<file path="src/rtl/pdr_pkg.sv">
package pdr_pkg;

    typedef enum logic [1:0] {
        CH_IDLE = 2'd0,
        CH_FIRE = 2'd1,
        CH_HELD = 2'd2
    } ch_state_e;

    typedef enum logic {
        LK_OPEN = 1'b0,
        LK_SET  = 1'b1
    } lock_state_e;

    localparam int CTRL_PIO_LSB  = 0;
    localparam int CTRL_RST_BIT  = 5;
    localparam int CTRL_GO_BIT   = 7;
    localparam int CTRL_MASK_BIT = 8;

    localparam int ST_HOST_BIT  = 0;
    localparam int ST_UNEXP_BIT = 4;
    localparam int ST_FAULT_BIT = 6;

    localparam logic [7:0] OFF_CTRL = 8'h00;
    localparam logic [7:0] OFF_CNT  = 8'h04;
    localparam logic [7:0] OFF_PTR  = 8'h0C;
    localparam logic [7:0] OFF_THR  = 8'h14;

endpackage

</file>
<file path="src/rtl/pdr_lock.sv">
module pdr_lock
    import pdr_pkg::*;
#(
    parameter logic [7:0] KEY = 8'h07
) (
    input  logic       clk,
    input  logic       rst_n,
    input  logic       key_wr,
    input  logic [7:0] key_val,
    output logic       locked
);

    lock_state_e state_q, state_d;

    always_comb begin
        state_d = state_q;
        unique case (state_q)
            LK_OPEN: if (key_wr && key_val == KEY) state_d = LK_SET;
            LK_SET:  state_d = LK_SET;
            default: state_d = LK_OPEN;
        endcase
    end

    always_ff @(posedge clk or negedge rst_n) begin
        if (!rst_n) state_q <= LK_OPEN;
        else        state_q <= state_d;
    end

    always_comb begin
        locked = (state_q == LK_SET);
    end

    // key stays latched once set
    assert_lock_sticky_R4: assert property (@(posedge clk) disable iff (!rst_n)
        locked |=> locked);

endmodule

</file>
<file path="src/rtl/pdr_channel.sv">
module pdr_channel
    import pdr_pkg::*;
#(
    parameter int PIO_W      = 2,
    parameter int CNT_W      = 16,
    parameter int PTR_W      = 32,
    parameter int THR_W      = 16,
    parameter int ALIGN_BITS = 3,
    parameter int DW         = 32
) (
    input  logic                   clk,
    input  logic                   rst_n,
    input  logic                   ctrl_we_lo,
    input  logic                   ctrl_we_hi,
    input  logic                   stat_rd,
    input  logic [CNT_W/8-1:0]     cnt_be,
    input  logic [PTR_W/8-1:0]     ptr_be,
    input  logic [2*THR_W/8-1:0]   thr_be,
    input  logic [DW-1:0]          wdata,
    input  logic                   lock,
    input  logic                   ev_host,
    input  logic                   ev_unexp,
    input  logic                   ev_fault,
    output logic                   go,
    output logic                   held,
    output logic                   irq,
    output logic [PIO_W-1:0]       pio,
    output logic [7:0]             stat_byte,
    output logic [15:0]            ctrl_word,
    output logic [CNT_W-1:0]       cnt,
    output logic [PTR_W-1:0]       ptr,
    output logic [THR_W-1:0]       thr_in,
    output logic [THR_W-1:0]       thr_out
);

    localparam int CNT_B = CNT_W / 8;
    localparam int PTR_B = PTR_W / 8;
    localparam int THR_B = THR_W / 8;

    ch_state_e        state_q, state_d;
    logic             mask_q;
    logic [PIO_W-1:0] pio_q;
    logic [2:0]       st_q, st_d;
    logic [CNT_W-1:0] cnt_q, cnt_d;
    logic [PTR_W-1:0] ptr_q, ptr_d;
    logic [THR_W-1:0] tin_q, tin_d, tout_q, tout_d;

    // channel state transitions
    always_comb begin
        state_d = state_q;
        if (ctrl_we_lo) begin
            if (wdata[CTRL_RST_BIT])                state_d = CH_HELD;
            else if (wdata[CTRL_GO_BIT] && lock)    state_d = CH_FIRE;
            else                                    state_d = CH_IDLE;
        end else begin
            unique case (state_q)
                CH_IDLE: state_d = CH_IDLE;
                CH_FIRE: state_d = CH_IDLE;
                CH_HELD: state_d = CH_HELD;
                default: state_d = CH_IDLE;
            endcase
        end
    end

    always_ff @(posedge clk or negedge rst_n) begin
        if (!rst_n) state_q <= CH_IDLE;
        else        state_q <= state_d;
    end

    // status accumulation, read-clear and reset hold
    always_comb begin
        if (state_d == CH_HELD) st_d = '0;
        else st_d = (stat_rd ? 3'b000 : st_q) | {ev_fault, ev_unexp, ev_host};
    end

    // byte-lane register updates
    always_comb begin
        cnt_d  = cnt_q;
        ptr_d  = ptr_q;
        tin_d  = tin_q;
        tout_d = tout_q;
        for (int b = 0; b < CNT_B; b++)
            if (cnt_be[b]) cnt_d[b*8 +: 8] = wdata[b*8 +: 8];
        for (int b = 0; b < PTR_B; b++)
            if (ptr_be[b]) ptr_d[b*8 +: 8] = wdata[b*8 +: 8];
        for (int b = 0; b < THR_B; b++) begin
            if (thr_be[b])         tin_d[b*8 +: 8]  = wdata[b*8 +: 8];
            if (thr_be[THR_B + b]) tout_d[b*8 +: 8] = wdata[THR_W + b*8 +: 8];
        end
        ptr_d[ALIGN_BITS-1:0] = '0;
    end

    always_ff @(posedge clk or negedge rst_n) begin
        if (!rst_n) begin
            mask_q <= 1'b0;
            pio_q  <= '0;
            st_q   <= '0;
            cnt_q  <= '0;
            ptr_q  <= '0;
            tin_q  <= '0;
            tout_q <= '0;
        end else begin
            if (ctrl_we_lo) pio_q  <= wdata[CTRL_PIO_LSB +: PIO_W];
            if (ctrl_we_hi) mask_q <= wdata[CTRL_MASK_BIT];
            st_q   <= st_d;
            cnt_q  <= cnt_d;
            ptr_q  <= ptr_d;
            tin_q  <= tin_d;
            tout_q <= tout_d;
        end
    end

    // outputs
    always_comb begin
        go        = (state_q == CH_FIRE);
        held      = (state_q == CH_HELD);
        irq       = (|st_q) && !mask_q;
        pio       = pio_q;
        stat_byte = '0;
        stat_byte[ST_HOST_BIT]  = st_q[0];
        stat_byte[ST_UNEXP_BIT] = st_q[1];
        stat_byte[ST_FAULT_BIT] = st_q[2];
        ctrl_word = '0;
        ctrl_word[CTRL_PIO_LSB +: PIO_W] = pio_q;
        ctrl_word[CTRL_RST_BIT]  = held;
        ctrl_word[CTRL_MASK_BIT] = mask_q;
        cnt     = cnt_q;
        ptr     = ptr_q;
        thr_in  = tin_q;
        thr_out = tout_q;
    end

    assert_go_needs_lock_R3: assert property (@(posedge clk) disable iff (!rst_n)
        go |-> lock);

    assert_go_single_R3: assert property (@(posedge clk) disable iff (!rst_n)
        go |=> (!go || $past(ctrl_we_lo)));

    assert_held_no_status_R7: assert property (@(posedge clk) disable iff (!rst_n)
        held |-> (st_q == 3'b000 && !go));

    assert_read_clears_R6: assert property (@(posedge clk) disable iff (!rst_n)
        (stat_rd && !ev_host && !ev_unexp && !ev_fault) |=> (st_q == 3'b000));

endmodule

</file>
<file path="src/rtl/pkt_dma_regs.sv">
module pkt_dma_regs
    import pdr_pkg::*;
#(
    parameter int NUM_CH    = 2,
    parameter int CH_BASE   = 'h80,
    parameter int CH_STRIDE = 'h20,
    parameter int LOCK_ADDR = 'hC7,
    parameter logic [7:0] LOCK_KEY = 8'h07,
    parameter int PIO_W     = 2,
    parameter int CNT_W     = 16,
    parameter int PTR_W     = 32,
    parameter int THR_W     = 16
) (
    input  logic                    clk,
    input  logic                    rst_n,
    input  logic                    bus_req,
    input  logic                    bus_we,
    input  logic [7:0]              bus_addr,
    input  logic [3:0]              bus_be,
    input  logic [31:0]             bus_wdata,
    output logic                    bus_rvalid,
    output logic [31:0]             bus_rdata,
    input  logic [NUM_CH-1:0]       evt_host_err,
    input  logic [NUM_CH-1:0]       evt_unexp_irq,
    input  logic [NUM_CH-1:0]       evt_pkt_fault,
    output logic [NUM_CH-1:0]       go_pulse,
    output logic [NUM_CH-1:0]       eng_reset,
    output logic [NUM_CH-1:0]       irq,
    output logic [NUM_CH*PIO_W-1:0] pio_mode,
    output logic [NUM_CH*CNT_W-1:0] desc_count,
    output logic [NUM_CH*PTR_W-1:0] desc_ptr,
    output logic [NUM_CH*THR_W-1:0] fifo_in_thr,
    output logic [NUM_CH*THR_W-1:0] fifo_out_thr
);

    localparam int         DW        = 32;
    localparam logic [7:0] LOCK_A    = 8'(LOCK_ADDR);
    localparam logic [7:0] LOCK_WORD = {LOCK_A[7:2], 2'b00};
    localparam int         LOCK_LANE = LOCK_ADDR % 4;

    function automatic logic [7:0] chan_base(input int c);
        return 8'(CH_BASE + c * CH_STRIDE);
    endfunction

    logic [7:0] wa;
    logic       wr, rd, locked;

    assign wa = {bus_addr[7:2], 2'b00};
    assign wr = bus_req && bus_we;
    assign rd = bus_req && !bus_we;

    pdr_lock #(.KEY(LOCK_KEY)) u_lock (
        .clk     (clk),
        .rst_n   (rst_n),
        .key_wr  (wr && wa == LOCK_WORD && bus_be[LOCK_LANE]),
        .key_val (bus_wdata[LOCK_LANE*8 +: 8]),
        .locked  (locked)
    );

    logic [15:0]      ch_ctrl [NUM_CH];
    logic [7:0]       ch_stat [NUM_CH];
    logic [CNT_W-1:0] ch_cnt  [NUM_CH];
    logic [PTR_W-1:0] ch_ptr  [NUM_CH];
    logic [THR_W-1:0] ch_tin  [NUM_CH];
    logic [THR_W-1:0] ch_tout [NUM_CH];

    for (genvar g = 0; g < NUM_CH; g++) begin : g_ch
        localparam logic [7:0] CB = chan_base(g);
        logic hit_ctrl, hit_cnt, hit_ptr, hit_thr;
        assign hit_ctrl = wa == 8'(CB + OFF_CTRL);
        assign hit_cnt  = wa == 8'(CB + OFF_CNT);
        assign hit_ptr  = wa == 8'(CB + OFF_PTR);
        assign hit_thr  = wa == 8'(CB + OFF_THR);

        pdr_channel #(
            .PIO_W(PIO_W), .CNT_W(CNT_W), .PTR_W(PTR_W), .THR_W(THR_W),
            .ALIGN_BITS(3), .DW(DW)
        ) u_ch (
            .clk        (clk),
            .rst_n      (rst_n),
            .ctrl_we_lo (wr && hit_ctrl && bus_be[0]),
            .ctrl_we_hi (wr && hit_ctrl && bus_be[1]),
            .stat_rd    (rd && hit_ctrl && bus_be[2]),
            .cnt_be     ((wr && hit_cnt) ? bus_be[CNT_W/8-1:0] : '0),
            .ptr_be     ((wr && hit_ptr) ? bus_be[PTR_W/8-1:0] : '0),
            .thr_be     ((wr && hit_thr) ? bus_be[2*THR_W/8-1:0] : '0),
            .wdata      (bus_wdata),
            .lock       (locked),
            .ev_host    (evt_host_err[g]),
            .ev_unexp   (evt_unexp_irq[g]),
            .ev_fault   (evt_pkt_fault[g]),
            .go         (go_pulse[g]),
            .held       (eng_reset[g]),
            .irq        (irq[g]),
            .pio        (pio_mode[g*PIO_W +: PIO_W]),
            .stat_byte  (ch_stat[g]),
            .ctrl_word  (ch_ctrl[g]),
            .cnt        (ch_cnt[g]),
            .ptr        (ch_ptr[g]),
            .thr_in     (ch_tin[g]),
            .thr_out    (ch_tout[g])
        );

        assign desc_count[g*CNT_W +: CNT_W]   = ch_cnt[g];
        assign desc_ptr[g*PTR_W +: PTR_W]     = ch_ptr[g];
        assign fifo_in_thr[g*THR_W +: THR_W]  = ch_tin[g];
        assign fifo_out_thr[g*THR_W +: THR_W] = ch_tout[g];
    end

    logic [DW-1:0] rd_mux;

    always_comb begin
        rd_mux = '0;
        for (int c = 0; c < NUM_CH; c++) begin
            if (wa == 8'(chan_base(c) + OFF_CTRL)) rd_mux = {8'h00, ch_stat[c], ch_ctrl[c]};
            if (wa == 8'(chan_base(c) + OFF_CNT))  rd_mux = DW'(ch_cnt[c]);
            if (wa == 8'(chan_base(c) + OFF_PTR))  rd_mux = DW'(ch_ptr[c]);
            if (wa == 8'(chan_base(c) + OFF_THR))  rd_mux = DW'({ch_tout[c], ch_tin[c]});
        end
        if (wa == LOCK_WORD) rd_mux[LOCK_LANE*8 +: 8] = locked ? LOCK_KEY : 8'h00;
    end

    always_ff @(posedge clk or negedge rst_n) begin
        if (!rst_n) begin
            bus_rvalid <= 1'b0;
            bus_rdata  <= '0;
        end else begin
            bus_rvalid <= rd;
            bus_rdata  <= rd ? rd_mux : '0;
        end
    end

    assert_read_response_R11: assert property (@(posedge clk) disable iff (!rst_n)
        (bus_req && !bus_we) |=> bus_rvalid);

    assert_no_idle_response_R11: assert property (@(posedge clk) disable iff (!rst_n)
        !bus_req |=> !bus_rvalid);

endmodule

</file>
<file path="config.mk">
export PLATFORM = sky130hd
export DESIGN_NAME = pkt_dma_regs
export DESIGN_NICKNAME = d
export VERILOG_FILES = /design/src/rtl/pdr_pkg.sv /design/src/rtl/pdr_lock.sv /design/src/rtl/pdr_channel.sv /design/src/rtl/pkt_dma_regs.sv
export SDC_FILE = /design/constraint.sdc
export NUM_CORES = 1
export LEC_CHECK = 0
export ABC_AREA = 1
export BUFFER_PORTS_ARGS = -buffer_cell sky130_fd_sc_hd__buf_2
export CAP_MARGIN = 20
export CORE_MARGIN = 2
export CORE_UTILIZATION = 30
export DETAILED_ROUTE_END_ITERATION = 7
export RECOVER_POWER = 50
export SLEW_MARGIN = 20
export SYNTH_ARGS = -nofsm -noshare
export SYNTH_HDL_FRONTEND = slang
export SYNTH_SLANG_ARGS = --single-unit
</file>
<file path="constraint.sdc">
create_clock -name clk -period 1.14 [get_ports clk]
set_input_delay 0.228 -clock clk [delete_from_list [all_inputs] [get_ports clk]]
set_output_delay 0.228 -clock clk [all_outputs]
set_load 0.005 [all_outputs]
</file>
## After elaboration in Yosys (flattened, before gate mapping)

Index checks and enable logic that the tools add are counted.

- Equality and inequality tests: 16
- Reduce and logical (&&, ||, !) cells: 29
- Mux-type cells: 29
- Bitwise operators: 3

Operators with widths:

| cell | number |
|---|---|
| 32-bit 2-to-1 mux | 7 |
| 6-bit == test (second input constant) | 9 |
| 23-bit 2-to-1 mux | 2 |
| 1-bit logical AND | 24 |
| 4-bit 2-to-1 mux | 4 |
| 3-bit 2-to-1 mux | 5 |
| 2-bit 2-to-1 mux | 7 |
| 2-bit == test (second input constant) | 4 |
| 8-bit by 3-bit == test with 1-bit output (second input constant) | 1 |
| 8-bit 2-to-1 mux | 1 |
| 3-bit OR | 2 |
| 3-bit OR reduction | 2 |
| 2-bit by 1-bit == test with 1-bit output (second input constant) | 2 |
| 1-bit logical NOT | 3 |
| 1-bit 2-to-1 mux | 2 |
| 1-bit one-hot mux with 2 select lines | 1 |
| 1-bit NOT | 1 |

- Logic and storage cells: 108
- Register bits after elaboration: 204
- Output and inout bits: 203
- Input port bits: 54

## Logic depth before layout (Yosys ltp)

- Word-level depth: 11
- Mapped depth: 10
- Mapped depth without buffers: 10

## Hierarchy

A second synthesis with hierarchy kept.

- Cells, all modules: 1328
- Area, all modules: 10214.8 um2

By module, submodules not included:

| module | times used | area an instance (um2) | cells an instance | seq. area each (um2) |
|---|---|---|---|---|
| pdr_channel | 2 | 3497.1 | 379 | 2127.0 |
| pkt_dma_regs | 1 | 3141.8 | 555 | 825.8 |
| pdr_lock | 1 | 78.8 | 15 | 25.0 |

## Least setup slack after synthesis

Ideal clock, no wire load.

- Kind: input to register
- Start point: in bus_addr[7]
- End point: reg g_ch[0].u_ch.tin_q[5]
- Stages: 8
- Slack: -0.203 ns
- Library setup time: 0.124 ns
- Path buffers: 1
- Required time: 1.016 ns
- Arrival: 1.218 ns
- Cell sequence: inv_2 -> nor2_8 -> nand2_1 -> nor3_4 -> nand2_2 -> buf_6 -> nand2_1 -> o21ai_2

- Cells in the longest elaborated chain, start to end: 3

RTL lines:

| what | RTL line | RTL |
|---|---|---|
| start, declared | pkt_dma_regs.sv:18 | `input logic [7:0] bus_addr,` |
| 6-bit == test | pkt_dma_regs.sv:73 | `assign hit_thr = wa == 8'(CB + OFF_THR);` |
| 1-bit logical AND | pkt_dma_regs.sv:86 | `.thr_be ((wr && hit_thr) ? bus_be[2*THR_W/8-1:0] : '0),` |
| 4-bit 2-to-1 mux | pkt_dma_regs.sv:86 |  |
| end signal, assigned | pdr_channel.sv:108 | `tin_q <= tin_d;` |
| end, declared | pdr_channel.sv:46 | `logic [THR_W-1:0] tin_q, tin_d, tout_q, tout_d;` |

Every way passes these cells.
A chain may end at the register's enable or synchronous reset.

## Final worst setup path

- Start point: reg g_ch[1].u_ch.st_q[0]
- End point: out irq[1]

- Cells in the longest elaborated chain, start to end: 2

RTL lines:

| what | RTL line | RTL |
|---|---|---|
| start, declared | pdr_channel.sv:43 | `logic [2:0] st_q, st_d;` |
| start signal, assigned | pdr_channel.sv:105 | `st_q <= st_d;` |
| 3-bit OR reduction | pdr_channel.sv:117 | `irq = (\|st_q) && !mask_q;` |
| 1-bit logical AND | pdr_channel.sv:117 |  |
| end, declared | pkt_dma_regs.sv:28 | `output logic [NUM_CH-1:0] irq,` |

Every way passes these cells.

==> flow_summary.toml <==
[setup_path]
critPathRequiredTime_ps = 910
rr_endpoint = "bus_rdata[8]"
path_class = "flip-flop to output port"
r2r_slack_ps = -40
r2r_start = "g_ch[0].u_ch.ptr[8]"
startpoint = "g_ch[1].u_ch.st_q[0]"
crit_path_end_kind = "output port"
critPathLaunchType = "flip-flop"
rr_worst_depth = 6
critPathCapture = "irq[1]"
crit_arrival_ps = 1230
cp_max_fo = 2

[clocking]
cts_sinks = 204
cts_tree = "built"
clk_pin_slew_ps = 60
cts-root-buf = "clkbuf_16"
insertion_delay_ps = 530
numCtsBuffers = 24
clockBufferDepth = 3
htree_levels = 1

[synthesis]
ys_ff_latch = 204
ys_seq_area_share_pct = 55.20
avgSynthCellArea_sq_um = 9.031
synth_warnings = 0
synth_cell_type_count = 32
synthCells = 1024
synth_area_sq_um = 9248

[global_routing]
grt_max_degree = 39
grt_pass1_vias = 8814
grt_usage_pct = 20.15
grt_overflow = 0
grt_pass1_wl_mm = 51.25
antenna_found_initial = 7

[power_and_ir_drop]
p_per_area_nw_per_um2 = 1231
p_int_uw = 13190
comb_power_share_pct = 12.5
power_leakage_uw = 0.007710
net-switching-power_uw = 4392
peakVddDrop_mv = 0.8377
pwr-share-clk_pct = 43.4
p_sw_share_pct = 24.99
seq_power_share_pct = 44.1

[detailed_routing]
antenna_left = 0
avgRoutedWirePerCell_um = 17.32
dr_wl_met3_mm = 2.181
dr.pass1.iters = 5
vias = 8999
top_layer_used = "met5"
drtIter0Drc = 633
drt-met1-wl_mm = 14.70
drt-total-wl_mm = 33.79
viasPerCell = 4.613
wl_met2_mm = 16.00
drc = 0

[sta]
hold_viol_final = 0
fin_crit_ps = 1456
rsz0062_at_grt = "true"
max_clock_freq_mhz = 687.0
finClkSkew_ps = 20.16
setup_viol = 215
fin_crit_sh_pct = 127.7
finalSetupTns_ps = -25790
maxSlewViolCount = 0
slew_headroom_pct = 56.75
finalWorstSetupSlack_ps = -315.7
tightestPinTransition_ps = 648.7

[worst_hold_path]
hold_class = "input pin to flip-flop"

[place]
port_buffers = 248
dp_slack_ps = -490.8
place.gp.congestion = 0.8440
dpl.hpwl_mm = 23.13
placed_area_sq_um = 11730

[final_layout]
drive_gt1_share_pct = 47.04
area_growth_syn_to_layout_pct = 54.36
finalNetCount = 1588
finish.utilization_pct = 46.79
design_area_sq_um = 14270

[status]
violations = "negative setup slack"
status = "finished, violations left"

[floorplan]
die_w_um = 179.6
fp.dieH_um = 179.6
initial_core_util_pct = 30.31
coreArea_sq_um = 30510
pin_count = 257
rows = 64
die-area_sq_um = 32250

[job]
maxCapViolCount = 0
[worst max-delay path: stages, from the launching register on]
cell	delay (ps)
dfrtp_1	370
inv_2	60
a31oi_4	160
buf_2	130
[synth_stat cells (all sizes together)]
cell / instances / area [sq um]
clkbuf: 7 / 26.28
o21ai: 191 / 1196
nor3: 14 / 92.59
a21oi: 38 / 190.2
nor2: 66 / 322.8
conb: 1 / 3.750
a31oi: 1 / 6.260
clkinv: 1 / 5.000
nand3: 40 / 265.3
or2: 2 / 12.51
inv: 89 / 334.1
buf: 41 / 314.1
o211ai: 2 / 15.01
dfrtp: 204 / 5105
nand3b: 2 / 15.01
nand4: 8 / 65.06
o21bai: 3 / 22.52
nand2: 314 / 1256
[cell families (layout without fill, tap and decap cells)]
kind of cell,count (synthesis),in the layout,synth area share (%)
compound gates,235,235,15.46
buf+inv,138,661,7.347
flops,204,204,55.20
other cells,1,9,0.04055
simple gates,446,446,21.95
[through the flow]
| stage | instances | power (uW) | hold slack, ps |
|---|---|---|---|
| after global placement | 1707 | 9495 | 200.7 |
| after CTS | 1904 | 17580 | 10.58 |
| after detailed placement | 1707 | 9524 | 197.2 |
| final | 1951 | 17580 | 23.65 |
| after global routing | 1951 | 18240 | 36.23 |
| after floorplan | 1029 | 8535 | -67.59 |
[worst min-delay path by stage]
stage	from	end	slack (ps)	cells after the start
global route	bus_wdata[7]	g_ch[0].u_ch.state_q[0]	40	3
detailed placement	rst_n	g_ch[1].u_ch.cnt[13]	200	1
CTS	bus_wdata[16]	g_ch[0].u_ch.thr_out[0]	10	3
global placement	rst_n	g_ch[1].u_ch.cnt[13]	200	1
finish	bus_wdata[16]	g_ch[0].u_ch.thr_out[0]	20	3
floorplan	rst_n	bus_rdata[0]	-70	0
[final cells by class]
class,count,area [sq um]
Antenna cell,3,7.507
Clock buffer,39,768.2
Clock inverter,5,25.02
Fill cell,2955,16230
Inverter,90,362.8
Multi-Input combinational cell,687,3732
Sequential cell,204,5107
Tap cell,396,495.5
Timing Repair Buffer,527,3776
[power groups by stage]
stage / Combinational [uW] / Sequential (uW) / Clock, uW
floorplan: 631 / 7900 / 0
global placement: 1540 / 7950 / 0
detailed placement: 1570 / 7950 / 0
CTS: 2080 / 7750 / 7750
global route: 2410 / 7780 / 8040
finish: 2190 / 7760 / 7630
[metal layers]
layer	vias to the layer above	global-route usage (%)
met5	-	0
met3	62	4.498
li1	4344	-
met2	272	32.80
met4	8	5.951
met1	4313	26.91
[placed cells by master (no fill, tap or decap), drive strengths merged, types with 7 or more instances in the layout]
| cell type | n |
|---|---|
| nand3 | 40 |
| dfrtp | 204 |
| inv | 89 |
| nor2 | 66 |
| buf | 508 |
| o21ai | 191 |
| nor3 | 14 |
| a21oi | 38 |
| clkbuf | 51 |
| nand4 | 8 |
| nand2 | 314 |
| dlygate4sd3 | 7 |
[what timing repair did]
action | in CTS | in global routing
hold buffers | 7 | 0
buffers inserted | 147 | 46
gates cloned | 0 | 2
resized for setup | 27 | 40
endpoints found under the hold margin | 100 | 0
pin swaps | 5 | 20
setup endpoints to repair | 197 | 211
[sequential cells by signal, summed over array words and instances (netlist names), 4 cells and up]
signal / count
g_ch.u_ch.state_q: 4
bus_rdata: 32
g_ch.u_ch.cnt: 32
g_ch.u_ch.st_q: 6
g_ch.u_ch.thr_out: 32
g_ch.u_ch.thr_in: 32
g_ch.u_ch.pio: 4
g_ch.u_ch.ptr: 58
Note: power is estimated with default switching activity, not from simulation.
